===== config.mk =====
export PLATFORM = sky130hd
export DESIGN_NAME = match_timer
export DESIGN_NICKNAME = d
export VERILOG_FILES = /design/src/rtl/mt_pkg.sv /design/src/rtl/mt_evt_timer.sv /design/src/rtl/mt_ts_counter.sv /design/src/rtl/match_timer.sv
export SDC_FILE = /design/constraint.sdc
export NUM_CORES = 1
export LEC_CHECK = 0
export ABC_AREA = 1
export CAP_MARGIN = 10
export CORE_MARGIN = 2
export CORE_UTILIZATION = 46
export CTS_BUF_LIST = sky130_fd_sc_hd__clkbuf_16
export DETAILED_ROUTE_END_ITERATION = 8
export DONT_BUFFER_PORTS = 1
export PLACE_DENSITY = 0.71
export SLEW_MARGIN = 20
export SYNTH_ARGS = -nofsm -noshare
export SYNTH_HDL_FRONTEND = slang
export SYNTH_HIERARCHICAL = 1
export SYNTH_SLANG_ARGS = --single-unit
export TNS_END_PERCENT = 5

===== constraint.sdc =====
create_clock -name clk -period 2.8 [get_ports clk]
set_input_delay 0.42 -clock clk [delete_from_list [all_inputs] [get_ports clk]]
set_output_delay 0.42 -clock clk [all_outputs]
set_load 0.05 [all_outputs]

===== src/rtl/mt_pkg.sv =====
package mt_pkg;
  localparam int unsigned DATA_W   = 32;
  localparam int unsigned ADDR_W   = 6;
  localparam int unsigned WIDX_W   = ADDR_W - 2;
  // word indices of the register offsets
  localparam logic [WIDX_W-1:0] IDX_MATCH = 4'h0; // 0x00
  localparam logic [WIDX_W-1:0] IDX_COUNT = 4'h1; // 0x04
  localparam logic [WIDX_W-1:0] IDX_CTRL  = 4'h2; // 0x08
  localparam logic [WIDX_W-1:0] IDX_CLEAR = 4'h3; // 0x0C
  localparam logic [WIDX_W-1:0] IDX_DIV   = 4'h4; // 0x10
  localparam logic [WIDX_W-1:0] IDX_STAMP = 4'h5; // 0x14
  localparam logic [WIDX_W-1:0] IDX_TSEN  = 4'h6; // 0x18
  localparam logic [WIDX_W-1:0] IDX_STAT  = 4'h8; // 0x20
  localparam int unsigned PEND_BIT = 10;
endpackage


===== src/rtl/mt_evt_timer.sv =====
module mt_evt_timer #(
  parameter int unsigned DATA_W    = 32,
  parameter int unsigned CLR_SYNC  = 3,
  parameter int unsigned MIN_MATCH = 4
) (
  input  logic              clk,
  input  logic              rst_n,
  input  logic              tick,
  input  logic              wr_match,
  input  logic              wr_ctrl,
  input  logic              wr_clear,
  input  logic [DATA_W-1:0] wdata,
  output logic [DATA_W-1:0] match_q,
  output logic [DATA_W-1:0] count_q,
  output logic              en_q,
  output logic              autoclr_q,
  output logic              pend_q,
  output logic              irq_q
);
  localparam int unsigned PCW = (CLR_SYNC > 1) ? $clog2(CLR_SYNC) : 1;
  localparam logic [PCW-1:0] PC_LAST = PCW'(CLR_SYNC - 1);

  logic [PCW-1:0]    pcnt_q;
  logic [DATA_W-1:0] nxt;

  assign nxt = count_q + DATA_W'(1);

  always_ff @(posedge clk) begin
    if (!rst_n) begin
      match_q   <= '1;
      count_q   <= '0;
      en_q      <= 1'b0;
      autoclr_q <= 1'b0;
      pend_q    <= 1'b0;
      pcnt_q    <= '0;
      irq_q     <= 1'b0;
    end else begin
      irq_q <= 1'b0;
      if (wr_match)
        match_q <= (wdata < DATA_W'(MIN_MATCH)) ? DATA_W'(MIN_MATCH) : wdata;
      if (wr_ctrl) begin
        en_q      <= wdata[0];
        autoclr_q <= wdata[1];
      end
      if (wr_clear) begin
        pend_q <= 1'b1;
        pcnt_q <= '0;
      end else if (pend_q && !en_q) begin
        pend_q  <= 1'b0;
        count_q <= '0;
      end else if (tick && en_q) begin
        if (pend_q && pcnt_q == PC_LAST) begin
          pend_q  <= 1'b0;
          count_q <= '0;
        end else begin
          if (pend_q) pcnt_q <= pcnt_q + PCW'(1);
          if (nxt == match_q) begin
            irq_q   <= 1'b1;
            count_q <= autoclr_q ? '0 : nxt;
          end else begin
            count_q <= nxt;
          end
        end
      end
    end
  end
endmodule


===== src/rtl/mt_ts_counter.sv =====
module mt_ts_counter #(
  parameter int unsigned DATA_W = 32,
  parameter int unsigned DIV_W  = 2
) (
  input  logic              clk,
  input  logic              rst_n,
  input  logic              tick,
  input  logic              wr_div,
  input  logic              wr_en,
  input  logic [DATA_W-1:0] wdata,
  output logic [DIV_W-1:0]  div_q,
  output logic              en_q,
  output logic [DATA_W-1:0] ts_q
);
  logic [DIV_W-1:0] pre_q;

  always_ff @(posedge clk) begin
    if (!rst_n) begin
      div_q <= '0;
      en_q  <= 1'b0;
      pre_q <= '0;
      ts_q  <= '0;
    end else begin
      if (wr_en) en_q <= wdata[0];
      if (wr_div) begin
        div_q <= wdata[DIV_W-1:0];
        pre_q <= '0;
      end else if (tick && en_q) begin
        if (pre_q == div_q) begin
          pre_q <= '0;
          ts_q  <= ts_q + DATA_W'(1);
        end else begin
          pre_q <= pre_q + DIV_W'(1);
        end
      end
    end
  end
endmodule


===== src/rtl/match_timer.sv =====
module match_timer
  import mt_pkg::*;
#(
  parameter int unsigned CLR_SYNC  = 3,
  parameter int unsigned MIN_MATCH = 4,
  parameter int unsigned DIV_W     = 2
) (
  input  logic              clk,
  input  logic              rst_n,
  input  logic              tick,
  input  logic              req_valid,
  output logic              req_ready,
  input  logic              req_write,
  input  logic [ADDR_W-1:0] req_addr,
  input  logic [DATA_W-1:0] req_wdata,
  output logic              rsp_valid,
  output logic [DATA_W-1:0] rsp_rdata,
  output logic              irq
);
  logic [WIDX_W-1:0] widx;
  logic              wr, rd;
  logic [DATA_W-1:0] match_q, count_q, ts_q, rd_mux;
  logic              en_q, autoclr_q, pend_q, ts_en_q;
  logic [DIV_W-1:0]  div_q;

  assign req_ready = 1'b1;
  assign widx      = req_addr[ADDR_W-1:2];
  assign wr        = req_valid && req_write;
  assign rd        = req_valid && !req_write;

  mt_evt_timer #(.DATA_W(DATA_W), .CLR_SYNC(CLR_SYNC), .MIN_MATCH(MIN_MATCH)) u_evt (
    .clk(clk), .rst_n(rst_n), .tick(tick),
    .wr_match(wr && widx == IDX_MATCH),
    .wr_ctrl(wr && widx == IDX_CTRL),
    .wr_clear(wr && widx == IDX_CLEAR),
    .wdata(req_wdata),
    .match_q(match_q), .count_q(count_q), .en_q(en_q),
    .autoclr_q(autoclr_q), .pend_q(pend_q), .irq_q(irq)
  );

  mt_ts_counter #(.DATA_W(DATA_W), .DIV_W(DIV_W)) u_ts (
    .clk(clk), .rst_n(rst_n), .tick(tick),
    .wr_div(wr && widx == IDX_DIV),
    .wr_en(wr && widx == IDX_TSEN),
    .wdata(req_wdata),
    .div_q(div_q), .en_q(ts_en_q), .ts_q(ts_q)
  );

  always_comb begin
    rd_mux = '0;
    case (widx)
      IDX_MATCH: rd_mux = match_q;
      IDX_COUNT: rd_mux = count_q;
      IDX_CTRL:  rd_mux = {{(DATA_W-2){1'b0}}, autoclr_q, en_q};
      IDX_DIV:   rd_mux = {{(DATA_W-DIV_W){1'b0}}, div_q};
      IDX_STAMP: rd_mux = ts_q;
      IDX_TSEN:  rd_mux = {{(DATA_W-1){1'b0}}, ts_en_q};
      IDX_STAT:  rd_mux[PEND_BIT] = pend_q;
      default:   rd_mux = '0;
    endcase
  end

  always_ff @(posedge clk) begin
    if (!rst_n) begin
      rsp_valid <= 1'b0;
      rsp_rdata <= '0;
    end else begin
      rsp_valid <= rd;
      if (rd) rsp_rdata <= rd_mux;
    end
  end
endmodule


==> impl_metrics.py, run 1 <==
metrics = {
    "synth": {
        "syn_area_um2": 8330,
        "ys_seq_area_frac": 0.337,
        "ys_types": 40,
        "yosys_warnings": 6,
        "synth_edf_count": 0,
        "syn_nets": 1404,
        "synth_ff_type": "dfxtp_1",
        "synth.avg_cell_area_um2": 6.13,
        "synthCells": 1358,
        "ys_ff_latch": 140,
        "synthArstFlopShare": 0,
    },
    "sta": {
        "tns_ns": 0,
        "final_hold_viol_count": 0,
        "rsz0062_at_grt": "no",
        "clock.fmax_mhz": 385,
        "period_share": 0.927,
        "max-slew-margin-rel": 0.278,
        "skew_ns": 0.0112,
        "setup_violations": 0,
        "finalWorstSetupSlack_ns": 0.205,
        "period_needed_ns": 2.59,
        "worst_pin_slew_ns": 1.08,
        "slew_viol_final": 0,
    },
    "setup_path": {
        "cp_slowest_cell": "dfxtp_1",
        "crit_path_max_fanout": 13,
        "rr_worst_depth": 17,
        "crit_type": "flop to flop",
        "cp_common_cell": "nand2_1",
        "cp_num_cells": 17,
        "worstReg2RegStart": "u_evt/count_q[14]",
        "end_kind": "flop",
        "cpLargestDelayFamily": "simple AND/OR/NAND/NOR gates",
        "startpoint": "u_evt/count_q[14]",
        "worstPathArrival_ns": 2.90,
        "worstPathBufferInverterCount": 2,
        "cp-start-kind": "flop",
        "required_ns": 3.10,
        "crit_path_cell_trace": "nand2_1, nor2_1, nand2_1, nor2_2, buf_4, nand2_1, nand2_1, nand2_1, nand2_1, nand2_1, nor2_1, nand2_1, nor2_2, nand4_4, buf_4, nand2_1, a21oi_1",
        "cpPeakStageDelay_ns": 0.51,
    },
    "grt": {
        "grt_max_degree": 61,
        "grt_usage": 0.260,
        "grt_pass1_vias": 7786,
        "grt_pass1_wl_um": 39800,
        "antenna_found_initial": 0,
        "grt_overflow": 0,
    },
    "cells_and_area": {
        "regArea_um2": 2800,
        "diodes": 0,
        "layout.nets": 1393,
        "final_area_um2": 9090,
        "final_common_cell": "nand2_1",
        "layout_common_cells": "nand2_1 (542), dfxtp_1 (140), nor2_1 (132)",
        "multi_input_area_um2": 4880,
        "drive_gt1_frac": 0.0853,
        "finalNonFillerCells": 1589,
        "area_growth_pct": 9.12,
        "nFillCells": 1834,
    },
    "routing": {
        "met1_length_um": 11200,
        "routed_wl_um": 25300,
        "vias": 8675,
        "met3WireLength_um": 2060,
        "drt-initial-drc-count": 791,
        "met2_length_um": 11200,
        "firstDrtPassIters": 5,
        "dr.max_layer_used": "met4",
        "drc": 0,
        "postRouteAntennaNets": 0,
        "viasPerCell": 5.46,
        "wl_per_cell_um": 15.9,
    },
    "clocking": {
        "cts_tree": "done",
        "hold_buffers": 0,
        "cts.htree.levels": 4,
        "cts_root_buf": "clkbuf_16",
        "cts-buffers-inserted": 17,
        "cts.reportedPaths.clkPinSlew_ns": 0.06,
        "cts_buffer_depth": 2,
        "clkLatencyLatePin_ns": 0.43,
        "cts_sinks": 140,
    },
    "floorplanning": {
        "die_y_um": 139,
        "core_area_um2": 17800,
        "die-area_um2": 19200,
        "floorplan.initialDensity": 0.467,
        "placementRows": 49,
        "die_x_um": 139,
        "io_pins": 78,
    },
    "place": {
        "place_area_um2": 8540,
        "dp.cells": 1557,
        "hpwl_um": 18200,
        "portBuffers": 0,
        "routabilityCongestion": 0.916,
        "pre_cts_slack_ns": 0.228,
    },
    "status": {
        "status": "finished, final reports clean",
    },
    "power": {
        "power_w": 0.00428,
        "powerDensity_nw_per_um2": 472,
        "vdd_drop_max_v": 0.000425,
        "power.leakage_nw": 3.40,
    },
    "min_path": {
        "hold_class": "input pin to flop",
        "min_delay_path_depth": 1,
        "worstHoldStart": "rst_n",
    },
    "flow_run": {
        "drv_cap": 0,
    },
}
[per-layer routing]
layer | vias to the layer above | GRT usage
li1 | 4322 | -
met1 | 3942 | 0.345
met2 | 350 | 0.413
met3 | 61 | 0.0542
met4 | 0 | 0.111
met5 | - | 0
[worst register-to-register path, cell delays in order, from the launching register on]
cell	delay, ns
dfxtp_1	0.51
nand2_1	0.12
nor2_1	0.21
nand2_1	0.10
nor2_2	0.09
buf_4	0.20
nand2_1	0.07
nand2_1	0.08
nand2_1	0.07
nand2_1	0.06
nand2_1	0.07
nor2_1	0.09
nand2_1	0.09
nor2_2	0.19
nand4_4	0.14
buf_4	0.22
nand2_1	0.10
a21oi_1	0.07
[kinds of logic after synthesis]
kind of cell / synth area share
fa+ha+maj: 0.00451
buf+inv: 0.0823
flops: 0.337
simple gates: 0.466
compound gates: 0.0969
xor+xnor: 0.0134
other cells: 0.000450
[sequential cells by signal, indices dropped and copies added (netlist names)]
name and flops:
u_evt/match_q 32, u_evt/irq_q 1, u_ts/pre_q 2, u_evt/count_q 32
rsp_valid 1, rsp_rdata 32, u_evt/autoclr_q 1, u_evt/en_q 1
u_evt/pcnt_q 2, u_ts/div_q 2, u_ts/en_q 1, u_evt/pend_q 1
u_ts/ts_q 32
[worst paths after layout]
path | to | slack, ns
setup / recovery | u_evt/count_q[31] | 0.21
hold / removal | u_evt/match_q[1] | 0.06
setup reg to reg | u_evt/count_q[31] | 0.21
hold reg to reg | u_evt/pcnt_q[0] | 0.49
[layout make-up]
type | count | area share
tap | 229 | 0.0315
sequential | 140 | 0.308
multi-input combinational | 1056 | 0.537
inverter | 114 | 0.0471
clock inverter | 15 | 0.0120
clock buffer | 17 | 0.0468
timing repair buffer | 18 | 0.0176
[per-stage QoR]
step	util	hold WS, ns
final	0.509	0.0616
after global routing	0.509	0.0494
after CTS	0.509	0.0595
after detailed placement	0.479	0.476
after global placement	0.479	0.469
after floorplan	-	0.449
[synthesized netlist by cell type (8+ instances only)]
cell type  number  share of area
clkbuf_1       27          0.012
nand2_1       542           0.24
nor2_4         14          0.019
o211ai_1       19          0.017
o21ai_0        19          0.011
a21oi_1        89          0.053
nor2_1        136          0.061
nand2_2         8         0.0060
nand3_1       126          0.076
inv_1         106          0.048
nor2_2         22          0.017
nand4_1        15          0.011
nor3_1         11         0.0066
buf_2           8         0.0048
dfxtp_1       140           0.34
nor4_1          8         0.0060
[power by group]
group	internal [W]	total (W)	switching, W
registers	0.00201	0.00204	0.0000326
clock network	0.00120	0.00210	0.000903
logic	0.0000359	0.000145	0.000109
total	0.00324	0.00428	0.00104
[what timing repair did]
item | in CTS | in global routing
setup endpoints to repair | 0 | 33
gates resized for setup | 0 | 4
setup buffers | 0 | 0
Power figures use the tool's default switching activity.
==> run 2, diff against run 1 <==
--- a/config.mk
+++ b/config.mk
@@ -6,6 +6,7 @@
 export NUM_CORES = 1
 export LEC_CHECK = 0
 export ABC_AREA = 1
+export ABC_CLOCK_PERIOD_IN_PS = 3200
 export CAP_MARGIN = 10
 export CORE_MARGIN = 2
 export CORE_UTILIZATION = 46
@@ -16,6 +17,5 @@
 export SLEW_MARGIN = 20
 export SYNTH_ARGS = -nofsm -noshare
 export SYNTH_HDL_FRONTEND = slang
-export SYNTH_HIERARCHICAL = 1
 export SYNTH_SLANG_ARGS = --single-unit
 export TNS_END_PERCENT = 5
==> constraint.sdc (replaced) <==
create_clock -name clk -period 3.2 [get_ports clk]
set_input_delay 0.48 -clock clk [delete_from_list [all_inputs] [get_ports clk]]
set_output_delay 0.48 -clock clk [all_outputs]
set_load 0.05 [all_outputs]
==> run 2 against run 1 <==
Effect of this change:
- sequential power shrank 13%
- wire length shrank 0.94%
- critical path depth shrank 2
- via count shrank 3.2%
- critical path type unchanged
- critical endpoint is now u_evt.count_q[3]
==> impl_metrics.py, run 2 <==
metrics = {
    "sta": {
        "worst_pin_slew_ns": 1.01,
        "setup_violations": 0,
        "rsz0062_at_grt": "no",
        "tns_ns": 0,
        "period_needed_ns": 2.80,
        "max-slew-margin-rel": 0.324,
        "final_hold_viol_count": 0,
        "slew_viol_final": 0,
        "period_share": 0.876,
        "finalWorstSetupSlack_ns": 0.395,
        "clock.fmax_mhz": 357,
        "skew_ns": 0.00716,
    },
    "setup_path": {
        "worstPathArrival_ns": 3.11,
        "rr_worst_depth": 15,
        "cp_common_cell": "nand2_1",
        "crit_path_max_fanout": 16,
        "cp-start-kind": "flop",
        "crit_end": "u_evt.count_q[3]",
        "end_kind": "flop",
        "cp_slowest_cell": "dfxtp_1",
        "required_ns": 3.50,
        "startpoint": "u_evt.count_q[1]",
        "crit_path_cell_trace": "ha_1, nand2_1, nor2_4, nand2_2, nor2_1, nand3_1, nand3_1, nand2_1, nor2_1, nand2_1, nor2_2, nand4_4, buf_12, nand2_1, a21oi_1",
        "worstReg2RegStart": "u_evt.count_q[1]",
        "crit_type": "flop to flop",
        "ff2ff_setup_slack_ns": 0.40,
        "r2r_end": "u_evt.count_q[3]",
        "cpPeakStageDelay_ns": 0.41,
    },
    "grt": {
        "grtUsageMet3": 0.0522,
        "grt_pass1_vias": 7513,
        "grt_pass1_wl_um": 39700,
        "grt_max_degree": 52,
        "grt_use_met1": 0.383,
        "antenna_found_initial": 1,
        "use_met2": 0.427,
        "top_usage_layer": "met2",
        "grt_usage": 0.276,
        "grt_overflow": 0,
    },
    "place": {
        "pre_cts_slack_ns": 0.436,
        "routabilityCongestion": 0.953,
        "portBuffers": 0,
        "hpwl_um": 18500,
    },
    "synth": {
        "synth.avg_cell_area_um2": 6.34,
        "ys_top_cells_by_count": "nand2_1 (403), dfxtp_1 (140), nor2_1 (132), inv_1 (126), a21oi_1 (110)",
        "synthArstFlopShare": 0,
        "yosys_warnings": 0,
        "synth_top_family_by_area": "simple AND/OR/NAND/NOR gates",
        "synthXorXnorAreaFrac": 0.0208,
        "synthMuxAreaShare": 0,
        "synth_compound_area_frac": 0.152,
        "synth_simple_gate_area_frac": 0.393,
        "synth_ff_type": "dfxtp_1",
        "synthCells": 1280,
        "ys_ff_latch": 140,
        "yosys.area.top_type": "dfxtp_1",
        "yosysTopAreaCellShare": 0.345,
        "synth_edf_count": 0,
        "synthAdderAreaFrac": 0.00462,
        "synth_most_common_cell": "nand2_1",
        "netlist_top_cells_area": "dfxtp_1 (35%), nand2_1 (19%), a21oi_1 (6.8%)",
        "ys_types": 44,
        "ys_seq_area_frac": 0.345,
        "syn_area_um2": 8120,
        "syn_nets": 1326,
    },
    "flow_run": {
        "drv_cap": 0,
    },
    "clocking": {
        "cts_root_buf": "clkbuf_16",
        "cts.reportedPaths.clkPinSlew_ns": 0.06,
        "clkLatencyLatePin_ns": 0.43,
        "cts_resized": 0,
        "cts_setup_buffers": 0,
        "cts_buffer_depth": 2,
        "cts_tree": "done",
        "cts.htree.levels": 4,
        "cts_sinks": 140,
        "cts-buffers-inserted": 17,
        "hold_buffers": 0,
    },
    "power": {
        "power_switching_w": 0.000923,
        "p_int_w": 0.00317,
        "pwr-share-clk": 0.533,
        "powerDensity_nw_per_um2": 456,
        "power.leakage_nw": 3.26,
        "vdd_drop_max_v": 0.000356,
        "combPwrFrac": 0.031,
        "seq_power_share": 0.436,
        "p_sw_frac": 0.226,
    },
    "cells_and_area": {
        "nFillCells": 1776,
        "layout.nets": 1314,
        "drive_gt1_frac": 0.0781,
        "multi_input_area_um2": 4640,
        "layout_common_cells": "nand2_1 (403), dfxtp_1 (140), nor2_1 (130)",
        "area_growth_pct": 10.7,
        "regArea_um2": 2800,
        "final_common_cell": "nand2_1",
        "diodes": 0,
    },
    "routing": {
        "routed_wl_um": 25100,
        "wl_per_cell_um": 16.7,
        "drc": 0,
        "vias": 8394,
        "viasPerCell": 5.57,
        "postRouteAntennaNets": 0,
        "firstDrtPassIters": 5,
        "drt-initial-drc-count": 880,
    },
    "status": {
        "status": "finished, final reports clean",
    },
    "floorplanning": {
        "placementRows": 48,
        "core_area_um2": 17300,
        "io_pins": 78,
        "die_x_um": 137,
        "floorplan.initialDensity": 0.469,
        "die-area_um2": 18700,
        "die_y_um": 137,
    },
    "min_path": {
        "min_delay_path_depth": 1,
        "hold_class": "input pin to flop",
    },
}
-- run 2: cell count changes after synthesis, moves of 9 or more --
cell | before | now
nand2_1 | 542 | 403
nand3_1 | 126 | 81
o21ai_0 | 19 | 49
nand2_2 | 8 | 30
a21oi_1 | 89 | 110
inv_1 | 106 | 126
nor2_2 | 22 | 6
o22ai_1 | 1 | 15
o221ai_1 | 1 | 12
clkbuf_1 | 27 | 36
-- run 2: how the worst min path moves through the flow --
stage	endpoint	from
after floorplan	u_ts.ts_q[31]	u_ts.ts_q[31]
after global placement	u_ts.ts_q[30]	u_ts.ts_q[30]
after detailed placement	u_ts.ts_q[30]	u_ts.ts_q[30]
after CTS	u_evt.match_q[1]	rst_n
after global routing	u_evt.match_q[0]	rst_n
final	u_evt.match_q[1]	rst_n
-- run 2: through the flow --
step                hold slack (ns)  std cells  power (W)   util  cell area (um^2)
global placement              0.453       1474    0.00194  0.482              8340
floorplan                     0.445       1280    0.00191      -              8120
global route                  0.113       1506    0.00419  0.519              8980
CTS                           0.117       1506    0.00410  0.519              8980
finish                        0.123       1506    0.00409  0.519              8980
detailed placement            0.455       1474    0.00195  0.482              8340
-- run 2: logic make-up after synthesis --
kind of cell / Yosys count
fa+ha+maj: 3
flops: 140
compound gates: 217
xor+xnor: 16
buf+inv: 175
other cells: 1
simple gates: 728
-- run 2: power by group through the flow --
stage | Sequential [W] | Combinational [W] | Clock, W
2_1_floorplan | 0.00182 | 0.0000964 | 0
3_3_place_gp | 0.00182 | 0.000123 | 0
3_5_place_dp | 0.00182 | 0.000125 | 0
4_1_cts | 0.00178 | 0.000126 | 0.00220
5_1_grt | 0.00178 | 0.000138 | 0.00227
6_report | 0.00178 | 0.000128 | 0.00218
-- run 2: metal layers --
layer | up-vias | wire length, um
met3 | 42 | 2000
met2 | 329 | 11400
met5 | - | 0
met4 | 0 | 734
met1 | 3864 | 11000
li1 | 4159 | -
-- run 2: cell type report --
cell class | instances | area share
clock inverter | 15 | 0.0246
tap | 225 | 0.0313
sequential | 140 | 0.312
multi-input combinational | 965 | 0.517
timing repair buffer | 12 | 0.0128
inverter | 132 | 0.0551
clock buffer | 17 | 0.0473
-- run 2: critical path, delay by kind of cell, from the launching register on --
kind            cells  cell delay, ns
fa+ha+maj           1            0.24
flops               1            0.41
simple gates       12            1.71
buf+inv             1            0.26
compound gates      1            0.06
==> run 3, diff against run 2 <==
==> constraint.sdc (replaced) <==
create_clock -name clk -period 3.2 [get_ports clk]
set_input_delay 0 -clock clk [delete_from_list [all_inputs] [get_ports clk]]
set_output_delay 0 -clock clk [all_outputs]
set_load 0.05 [all_outputs]
==> run 3 against run 2 <==
Effect of this change:
- sequential power is essentially flat
- via count grew 6.5%
- final area grew 6.5%
- critical endpoint is now u_evt.count_q[24]
- sequential share of layout area shrank 1.9 points
- critical path type unchanged
- die area is the same
- global-route usage grew 1.3 points
==> impl_metrics.py, run 3 (synthesis gave the netlist of run 2 again) <==
metrics = {
    "power": {
        "powerDensity_nw_per_um2": 400,
        "vdd_drop_max_v": 0.000312,
        "power.leakage_nw": 3.41,
    },
    "cells_and_area": {
        "finalNonFillerCells": 1575,
        "drive_gt1_frac": 0.0741,
        "area_growth_pct": 17.9,
        "layout.nets": 1383,
        "final_common_cell": "nand2_1",
        "diodes": 0,
        "utilization": 0.553,
        "layout_common_cells": "nand2_1 (403), dfxtp_1 (140), nor2_1 (130)",
        "nFillCells": 1658,
        "final_area_um2": 9570,
    },
    "clocking": {
        "cts.htree.levels": 4,
        "cts_sinks": 140,
        "cts_resized": 0,
        "clkLatencyLatePin_ns": 0.44,
        "hold_buffers": 70,
        "cts_setup_buffers": 0,
        "cts_buffer_depth": 2,
        "cts_root_buf": "clkbuf_16",
        "cts_tree": "done",
        "cts.reportedPaths.clkPinSlew_ns": 0.07,
        "cts-buffers-inserted": 17,
    },
    "grt": {
        "grt_pass1_vias": 8023,
        "use_met2": 0.452,
        "top_usage_layer": "met2",
        "grt_usage": 0.290,
        "grt_max_degree": 60,
        "grt_overflow": 0,
        "grtUsageMet3": 0.0589,
        "grt_pass1_wl_um": 41800,
        "antenna_found_initial": 0,
        "grt_use_met1": 0.387,
    },
    "setup_path": {
        "worstPathBufferInverterCount": 1,
        "cpPeakStageDelay_ns": 0.49,
        "worstPathArrival_ns": 3.23,
        "required_ns": 3.54,
        "cp_slowest_cell": "dfxtp_1",
        "startpoint": "u_evt.count_q[0]",
        "end_kind": "flop",
        "cp_num_cells": 14,
        "rr_worst_depth": 14,
        "cp_common_cell": "nand3_1",
        "cp-start-kind": "flop",
        "crit_path_cell_trace": "ha_1, nand3_1, nor2_1, nand3_1, o21ai_0, nand3_1, nand2_1, nor2_1, nand2_1, nor2_2, nand4_4, buf_4, nand2_2, a21oi_1",
        "worstReg2RegStart": "u_evt.count_q[0]",
        "crit_type": "flop to flop",
        "crit_end": "u_evt.count_q[24]",
        "cpLargestDelayFamily": "simple AND/OR/NAND/NOR gates",
        "ff2ff_setup_slack_ns": 0.31,
        "crit_path_max_fanout": 16,
        "r2r_end": "u_evt.count_q[24]",
    },
    "routing": {
        "drt-initial-drc-count": 940,
        "drc": 0,
        "postRouteAntennaNets": 0,
        "viasPerCell": 5.67,
        "vias": 8936,
        "routed_wl_um": 26800,
        "wl_per_cell_um": 17.0,
        "firstDrtPassIters": 8,
    },
    "floorplanning": {
        "core_area_um2": 17300,
        "die_y_um": 137,
        "placementRows": 48,
        "io_pins": 78,
        "floorplan.initialDensity": 0.469,
        "die_x_um": 137,
        "die-area_um2": 18700,
    },
    "place": {
        "hpwl_um": 18300,
        "place_area_um2": 8320,
        "routabilityCongestion": 0.952,
        "dp.cells": 1473,
        "portBuffers": 0,
    },
    "status": {
        "status": "finished, final reports clean",
    },
    "sta": {
        "period_share": 0.903,
        "tns_ns": 0,
        "setup_violations": 0,
        "clock.fmax_mhz": 346,
        "max-slew-margin-rel": 0.307,
        "worst_pin_slew_ns": 1.03,
        "skew_ns": 0.00793,
        "final_hold_viol_count": 0,
        "slew_viol_final": 0,
        "period_needed_ns": 2.89,
        "rsz0062_at_grt": "no",
    },
    "flow_run": {
        "drv_cap": 0,
    },
    "min_path": {
        "hold_class": "input pin to flop",
    },
}
## run 3: cell count changes in the layout (fill, tap and decap cells not counted)
cell / before / now
dlygate4sd3_1: 0 / 69
bufinv_16: 5 / 0
clkinv_1: 2 / 5
inv_1: 128 / 125
inv_6: 2 / 4
clkinv_4: 4 / 5
clkinvlp_4: 1 / 2
inv_8: 0 / 1
## run 3: layout make-up
cell class	count	area, um^2	area share
Multi-Input combinational cell	965	4640	0.485
Sequential cell	140	2800	0.293
Timing Repair Buffer	81	806	0.0842
Inverter	132	495	0.0518
Clock buffer	17	425	0.0445
Tap cell	225	282	0.0294
Clock inverter	15	116	0.0122
## run 3: how the worst min path moves through the flow
stage                            start                to  slack (ns)  cells after the start
after floorplan           req_wdata[0]  u_evt.match_q[0]        0.12                      2
after global placement           rst_n  u_evt.match_q[1]        0.08                      1
after detailed placement         rst_n  u_evt.match_q[2]        0.08                      1
after CTS                  req_addr[3]     rsp_rdata[10]        0.01                      6
after global routing         req_write      rsp_rdata[8]        0.04                      4
final                      req_addr[3]     rsp_rdata[10]        0.01                      6
## run 3: worst reg2reg max path: stages, from the launching register on
cell and delay [ns]:
dfxtp_1 0.49, ha_1 0.25, nand3_1 0.19, nor2_1 0.31
nand3_1 0.15, o21ai_0 0.25, nand3_1 0.20, nand2_1 0.11
nor2_1 0.05, nand2_1 0.10, nor2_2 0.06, nand4_4 0.06
buf_4 0.28, nand2_2 0.08, a21oi_1 0.21
## run 3: through the flow
stage / worst slack (ns) / hold slack, ns / power, W
2_1_floorplan: 0.970 / 0.122 / 0.00191
3_3_place_gp: 0.580 / 0.0762 / 0.00194
3_5_place_dp: 0.471 / 0.0823 / 0.00195
4_1_cts: 0.450 / 0.0115 / 0.00383
5_1_grt: 0.224 / 0.0371 / 0.00393
6_report: 0.310 / 0.0141 / 0.00383
## run 3: per-layer routing
| metal | vias up | routed length (um) |
|---|---|---|
| li1 | 4312 | - |
| met1 | 4067 | 11200 |
| met5 | - | 0 |
| met4 | 0 | 1110 |
| met3 | 89 | 2430 |
| met2 | 468 | 12100 |
## run 3: power by group
part           switching (W)  leakage (nW)  total [W]  internal [W]
Combinational       0.000121          2.02   0.000195     0.0000732
Sequential         0.0000296          1.13    0.00178       0.00175
Clock               0.000853         0.259    0.00185       0.00100
